File: src/rtl/mcr_pkg.sv
package mcr_pkg;

    // Control byte layout; bit positions are decoded by the steering logic.
    typedef struct packed {
        logic loop_en;   // bit 4
        logic irq_en;    // bit 3
        logic aux_out;   // bit 2
        logic rts_on;    // bit 1
        logic dtr_on;    // bit 0
    } mcr_ctrl_t;

    localparam int unsigned CTRL_W    = $bits(mcr_ctrl_t);
    localparam int unsigned NUM_LINES = 4;

    // Status line indices
    localparam int unsigned LN_CTS = 0;
    localparam int unsigned LN_DSR = 1;
    localparam int unsigned LN_DCD = 2;
    localparam int unsigned LN_RI  = 3;

    // Register bit that feeds each status line in loopback
    function automatic int unsigned loop_src(input int unsigned line);
        case (line)
            LN_CTS:  return 1;
            LN_DSR:  return 0;
            LN_DCD:  return 3;
            default: return 2;
        endcase
    endfunction

endpackage

File: src/rtl/mcr_regfile.sv
module mcr_regfile
    import mcr_pkg::*;
#(
    parameter int unsigned REG_W = 8
) (
    input  logic             clk,
    input  logic             rst_n,
    input  logic             we,
    input  logic [REG_W-1:0] wdata,
    output logic [REG_W-1:0] rdata,
    output mcr_ctrl_t        ctrl
);
    localparam int unsigned PAD_W = REG_W - CTRL_W;

    typedef struct packed {
        mcr_ctrl_t ctrl;
    } state_t;

    state_t state_d, state_q;

    logic unused_hi_bits;
    assign unused_hi_bits = ^wdata[REG_W-1:CTRL_W];

    always_comb begin
        state_d = state_q;
        if (we) begin
            state_d.ctrl = mcr_ctrl_t'(wdata[CTRL_W-1:0]);
        end
    end

    always_ff @(posedge clk or negedge rst_n) begin
        if (!rst_n) begin
            state_q <= '0;
        end else begin
            state_q <= state_d;
        end
    end

    assign ctrl  = state_q.ctrl;
    assign rdata = {{PAD_W{1'b0}}, state_q.ctrl};

endmodule

File: src/rtl/mcr_serial_steer.sv
module mcr_serial_steer (
    input  logic loop_en,
    input  logic tsr_sout,
    input  logic ser_in_pin,
    output logic ser_out_pin,
    output logic rsr_sin
);
    always_comb begin
        if (loop_en) begin
            ser_out_pin = 1'b1;       // marking level
            rsr_sin     = tsr_sout;
        end else begin
            ser_out_pin = tsr_sout;
            rsr_sin     = ser_in_pin;
        end
    end
endmodule

File: src/rtl/mcr_modem_steer.sv
module mcr_modem_steer
    import mcr_pkg::*;
(
    input  mcr_ctrl_t             ctrl,
    input  logic                  irq_req,
    input  logic [NUM_LINES-1:0]  pins_n,
    output logic [NUM_LINES-1:0]  status,
    output logic                  dtr_n,
    output logic                  rts_n,
    output logic                  irq_out
);
    logic [NUM_LINES-1:0] low_bits;
    assign low_bits = {ctrl.irq_en, ctrl.aux_out, ctrl.rts_on, ctrl.dtr_on};

    for (genvar g = 0; g < NUM_LINES; g++) begin : g_line
        localparam int unsigned SRC = loop_src(g);
        assign status[g] = ctrl.loop_en ? low_bits[SRC] : ~pins_n[g];
    end

    always_comb begin
        dtr_n   = ctrl.loop_en ? 1'b1 : ~ctrl.dtr_on;
        rts_n   = ctrl.loop_en ? 1'b1 : ~ctrl.rts_on;
        irq_out = irq_req & ctrl.irq_en;
    end
endmodule

File: src/rtl/modem_ctrl_unit.sv
module modem_ctrl_unit
    import mcr_pkg::*;
#(
    parameter int unsigned REG_W = 8
) (
    input  logic             clk,
    input  logic             rst_n,
    input  logic             reg_we,
    input  logic [REG_W-1:0] reg_wdata,
    output logic [REG_W-1:0] reg_rdata,
    input  logic             ser_in_pin,
    output logic             ser_out_pin,
    input  logic             tsr_sout,
    output logic             rsr_sin,
    output logic             dtr_n_pin,
    output logic             rts_n_pin,
    input  logic             cts_n_pin,
    input  logic             dsr_n_pin,
    input  logic             dcd_n_pin,
    input  logic             ri_n_pin,
    output logic             st_cts,
    output logic             st_dsr,
    output logic             st_dcd,
    output logic             st_ri,
    input  logic             irq_req,
    output logic             irq_pin
);
    mcr_ctrl_t            ctrl;
    logic [NUM_LINES-1:0] pins_n;
    logic [NUM_LINES-1:0] status;

    always_comb begin
        pins_n         = '0;
        pins_n[LN_CTS] = cts_n_pin;
        pins_n[LN_DSR] = dsr_n_pin;
        pins_n[LN_DCD] = dcd_n_pin;
        pins_n[LN_RI]  = ri_n_pin;
    end

    mcr_regfile #(.REG_W(REG_W)) i_regfile (
        .clk   (clk),
        .rst_n (rst_n),
        .we    (reg_we),
        .wdata (reg_wdata),
        .rdata (reg_rdata),
        .ctrl  (ctrl)
    );

    mcr_serial_steer i_serial (
        .loop_en     (ctrl.loop_en),
        .tsr_sout    (tsr_sout),
        .ser_in_pin  (ser_in_pin),
        .ser_out_pin (ser_out_pin),
        .rsr_sin     (rsr_sin)
    );

    mcr_modem_steer i_modem (
        .ctrl    (ctrl),
        .irq_req (irq_req),
        .pins_n  (pins_n),
        .status  (status),
        .dtr_n   (dtr_n_pin),
        .rts_n   (rts_n_pin),
        .irq_out (irq_pin)
    );

    assign st_cts = status[LN_CTS];
    assign st_dsr = status[LN_DSR];
    assign st_dcd = status[LN_DCD];
    assign st_ri  = status[LN_RI];

endmodule

File: config.mk
export PLATFORM = sky130hd
export DESIGN_NAME = modem_ctrl_unit
export DESIGN_NICKNAME = d
export VERILOG_FILES = /design/src/rtl/mcr_pkg.sv /design/src/rtl/mcr_regfile.sv /design/src/rtl/mcr_serial_steer.sv /design/src/rtl/mcr_modem_steer.sv /design/src/rtl/modem_ctrl_unit.sv
export SDC_FILE = /design/constraint.sdc
export NUM_CORES = 1
export LEC_CHECK = 0
export ABC_AREA = 1
export ABC_CLOCK_PERIOD_IN_PS = 1350
export BUFFER_PORTS_ARGS = -buffer_cell sky130_fd_sc_hd__buf_4
export CAP_MARGIN = 20
export CORE_AREA = 2 2 39 41
export DETAILED_ROUTE_END_ITERATION = 7
export DIE_AREA = 0 0 41 43
export SLEW_MARGIN = 40
export SYNTH_ARGS = -nofsm -noshare
export SYNTH_HDL_FRONTEND = slang
export SYNTH_SLANG_ARGS = --single-unit
File: constraint.sdc
create_clock -name clk -period 1.35 [get_ports clk]
set_input_delay 0.405 -clock clk [delete_from_list [all_inputs] [get_ports clk]]
set_output_delay 0.405 -clock clk [all_outputs]
set_load 0.01 [all_outputs]
==> impl_metrics.tcl <==
set metrics [dict create \
    yosysTopAreaCellShare_pct 39.53 \
    finalCriticalPeriod_ns 1.460 \
    leakagePower_nw 0.3393 \
    gp_congestion 0.6248 \
    setup_slack_ns -0.1098 \
    area_delta_synth_final_pct 89.72 \
    num_io_pins 35 \
    grt_max_degree 7 \
    p_clk_share_pct 31.3 \
    cts-root-buf "clkbuf_4" \
    crit_path_cell_trace "buf_6 -> nand2_2 -> o21ai_2 -> buf_4" \
    maxCapViolCount 0 \
    cts_tree "done" \
    ys_warn_count 0 \
    antennaDiodeCount 0 \
    p_switching_w 0.0001591 \
    fp-row-count 14 \
    dp.cells 87 \
    rsz0062_at_grt "yes" \
    grt_use_total_pct 9.899 \
    drt-initial-drc-count 3 \
    cp-start-kind "register" \
    coreArea_mm2 0.001384 \
    ys_seq_area_share_pct 39.53 \
    grt_pass1_wl_um 1117 \
    failed_checks "setup timing" \
    status "finished with violations" \
    cp_max_fo 6 \
    numCtsBuffers 3 \
    final_cell_mix "buf_4, nand2_1" \
    switching_share_pct 29.04 \
    die-area_mm2 0.001763 \
    initial_core_util_pct 22.88 \
    drc 0 \
    viasPerCell 3.828 \
    setup_violations 8 \
    layout-drive-gt1-share_pct 59.74 \
    hpwl_um 630.7 \
    cp.arrival_ns 1.05 \
    ys_top_cells_by_area "dfrtp_1, nand2_1, o21ai_2, buf_4, buf_6" \
    layout_commonest_cell "buf_4" \
    p_per_area_mw_per_mm2 912.1 \
    syn_area_um2 316.6 \
    total_power_w 0.0005478 \
    dpl_worst_slack_ns 0.01962 \
    fillers 159 \
    power_frac_seq_pct 33.2 \
    first_pass_iters 2 \
    finalHoldViolCount 0 \
    yosys.area.top_type "dfrtp_1" \
    largest_reg_flops 5 \
    setup_tns_ns -0.6193 \
    fin_crit_sh_pct 108.1 \
    yosysUniqueCellTypes 9 \
    cpMaxStageDelayCell "dfrtp_2" \
    nNetsFinal 96 \
    place_area_um2 528.0 \
    synth.avg_cell_area_um2 7.194 \
    grt_pass1_vias 290 \
    clock_skew_ns 0 \
    fmax_mhz 685.0 \
    final_cells 93 \
    synth_cells 44 \
    die_w_um 41 \
    cts.sinks 5 \
    ctsHtreeMaxLevel 1 \
    fp.dieH_um 43 \
    p_int_w 0.0003887 \
    clk_pin_slew_ns 0.05 \
    routed_wl_um 760 \
    via_count 356 \
    clkLatencyLatePin_ns 0.24 \
    synth-seq-cells 5 \
    slew_viol_final 0 \
    post_drt_wl_per_cell_um 8.172 \
    hp-class "input pin to register" \
    worst_setup_path_end_kind "output port" \
    critPathMaxStageDelay_ns 0.44 \
    irDropWorstVdd_mv 0.3818 \
    antenna_left 0 \
    cts_buffer_depth 2 \
    cp_data_required_time_ns 0.95 \
    port_buffers 28 \
    final_area_um2 600.6 \
    antenna_found_initial 0 \
    critical_path_class "register to output port" \
    grt.overflow.total 0 \
    p_comb_share_pct 35.5 \
]
-- kinds of logic (layout without fill, tap and decap cells) --
group | Yosys count | in the layout | share of synthesized area, %
buf+inv | 8 | 39 | 16.60
compound gates | 4 | 4 | 11.07
other cells | 1 | 3 | 1.185
simple gates | 26 | 26 | 31.62
flops | 5 | 5 | 39.53
-- layer usage --
layer  vias to the layer above  share of wire (%)  global-route usage (%)  routed length (um)
met5                         -                  0                       0                   0
met4                         0                  0                   10.00                   0
met3                         0                8.9                   3.141                  68
li1                        190                  -                       -                   -
met2                        15                 53                   14.06                 405
met1                       151                 38                   10.49                 286
-- cell type report --
cell class	instances	area, um2	share of cell area [%]
timing repair buffer	32	257.7	42.92
sequential	5	126.4	21.04
tap	16	20.02	3.333
inverter	3	11.26	1.875
multi-input combinational	33	158.9	26.46
clock buffer	4	26.28	4.375
-- synth_stat cells --
master and number:
buf_4 4, nand2_1 25, or2_2 1, buf_6 1, dfrtp_1 5, inv_2 1, inv_1 2, o21ai_2 4
conb_1 1
-- critical path: cells and delay by family (launching register included) --
| family | cells | cell delay, ns |
|---|---|---|
| AND/OR/NAND/NOR | 1 | 0.06 |
| flip-flops | 1 | 0.44 |
| AO/OA/AOI/OAI | 1 | 0.04 |
| buffers and inverters | 2 | 0.28 |
-- power groups by stage --
stage / sequential [W] / clock, W / combinational (W)
2_1_floorplan: 0.000182 / 0 / 0.0000813
5_1_grt: 0.000185 / 0.000197 / 0.000213
3_3_place_gp: 0.000181 / 0 / 0.000177
4_1_cts: 0.000183 / 0.000181 / 0.000191
6_report: 0.000182 / 0.000172 / 0.000195
3_5_place_dp: 0.000181 / 0 / 0.000179
-- worst paths after layout --
check                                                   start                            end  slack [ns]  depth (start not counted)
max in group asynchronous                               rst_n  i_regfile.ctrl[4]$_DFFE_PN0P_        0.73                          2
min in group asynchronous                               rst_n  i_regfile.ctrl[0]$_DFFE_PN0P_        0.50                          2
worst max-delay path            i_regfile.ctrl[4]$_DFFE_PN0P_                         st_dcd       -0.11                          4
worst min register to register  i_regfile.ctrl[2]$_DFFE_PN0P_  i_regfile.ctrl[2]$_DFFE_PN0P_        0.52                          2
worst min-delay path                             reg_wdata[2]  i_regfile.ctrl[2]$_DFFE_PN0P_        0.36                          3
worst max register to register  i_regfile.ctrl[4]$_DFFE_PN0P_  i_regfile.ctrl[4]$_DFFE_PN0P_        0.56                          3
-- what timing repair did --
action,in CTS,in global routing
hold buffers,1,0
resized for setup,9,2
endpoints found under the hold margin,5,0
buffers inserted,0,1
endpoints found under the setup margin,8,9
pin swaps,4,2
-- stage by stage --
| stage | hold WS, ns | utilization, % |
|---|---|---|
| after detailed placement | 0.2103 | 38.16 |
| after global placement | 0.2101 | 38.16 |
| after floorplan | 0.1094 | - |
| after CTS | 0.3547 | 42.59 |
| final | 0.3627 | 43.40 |
| after global routing | 0.3531 | 43.40 |
Power figures use the tool's default switching activity.
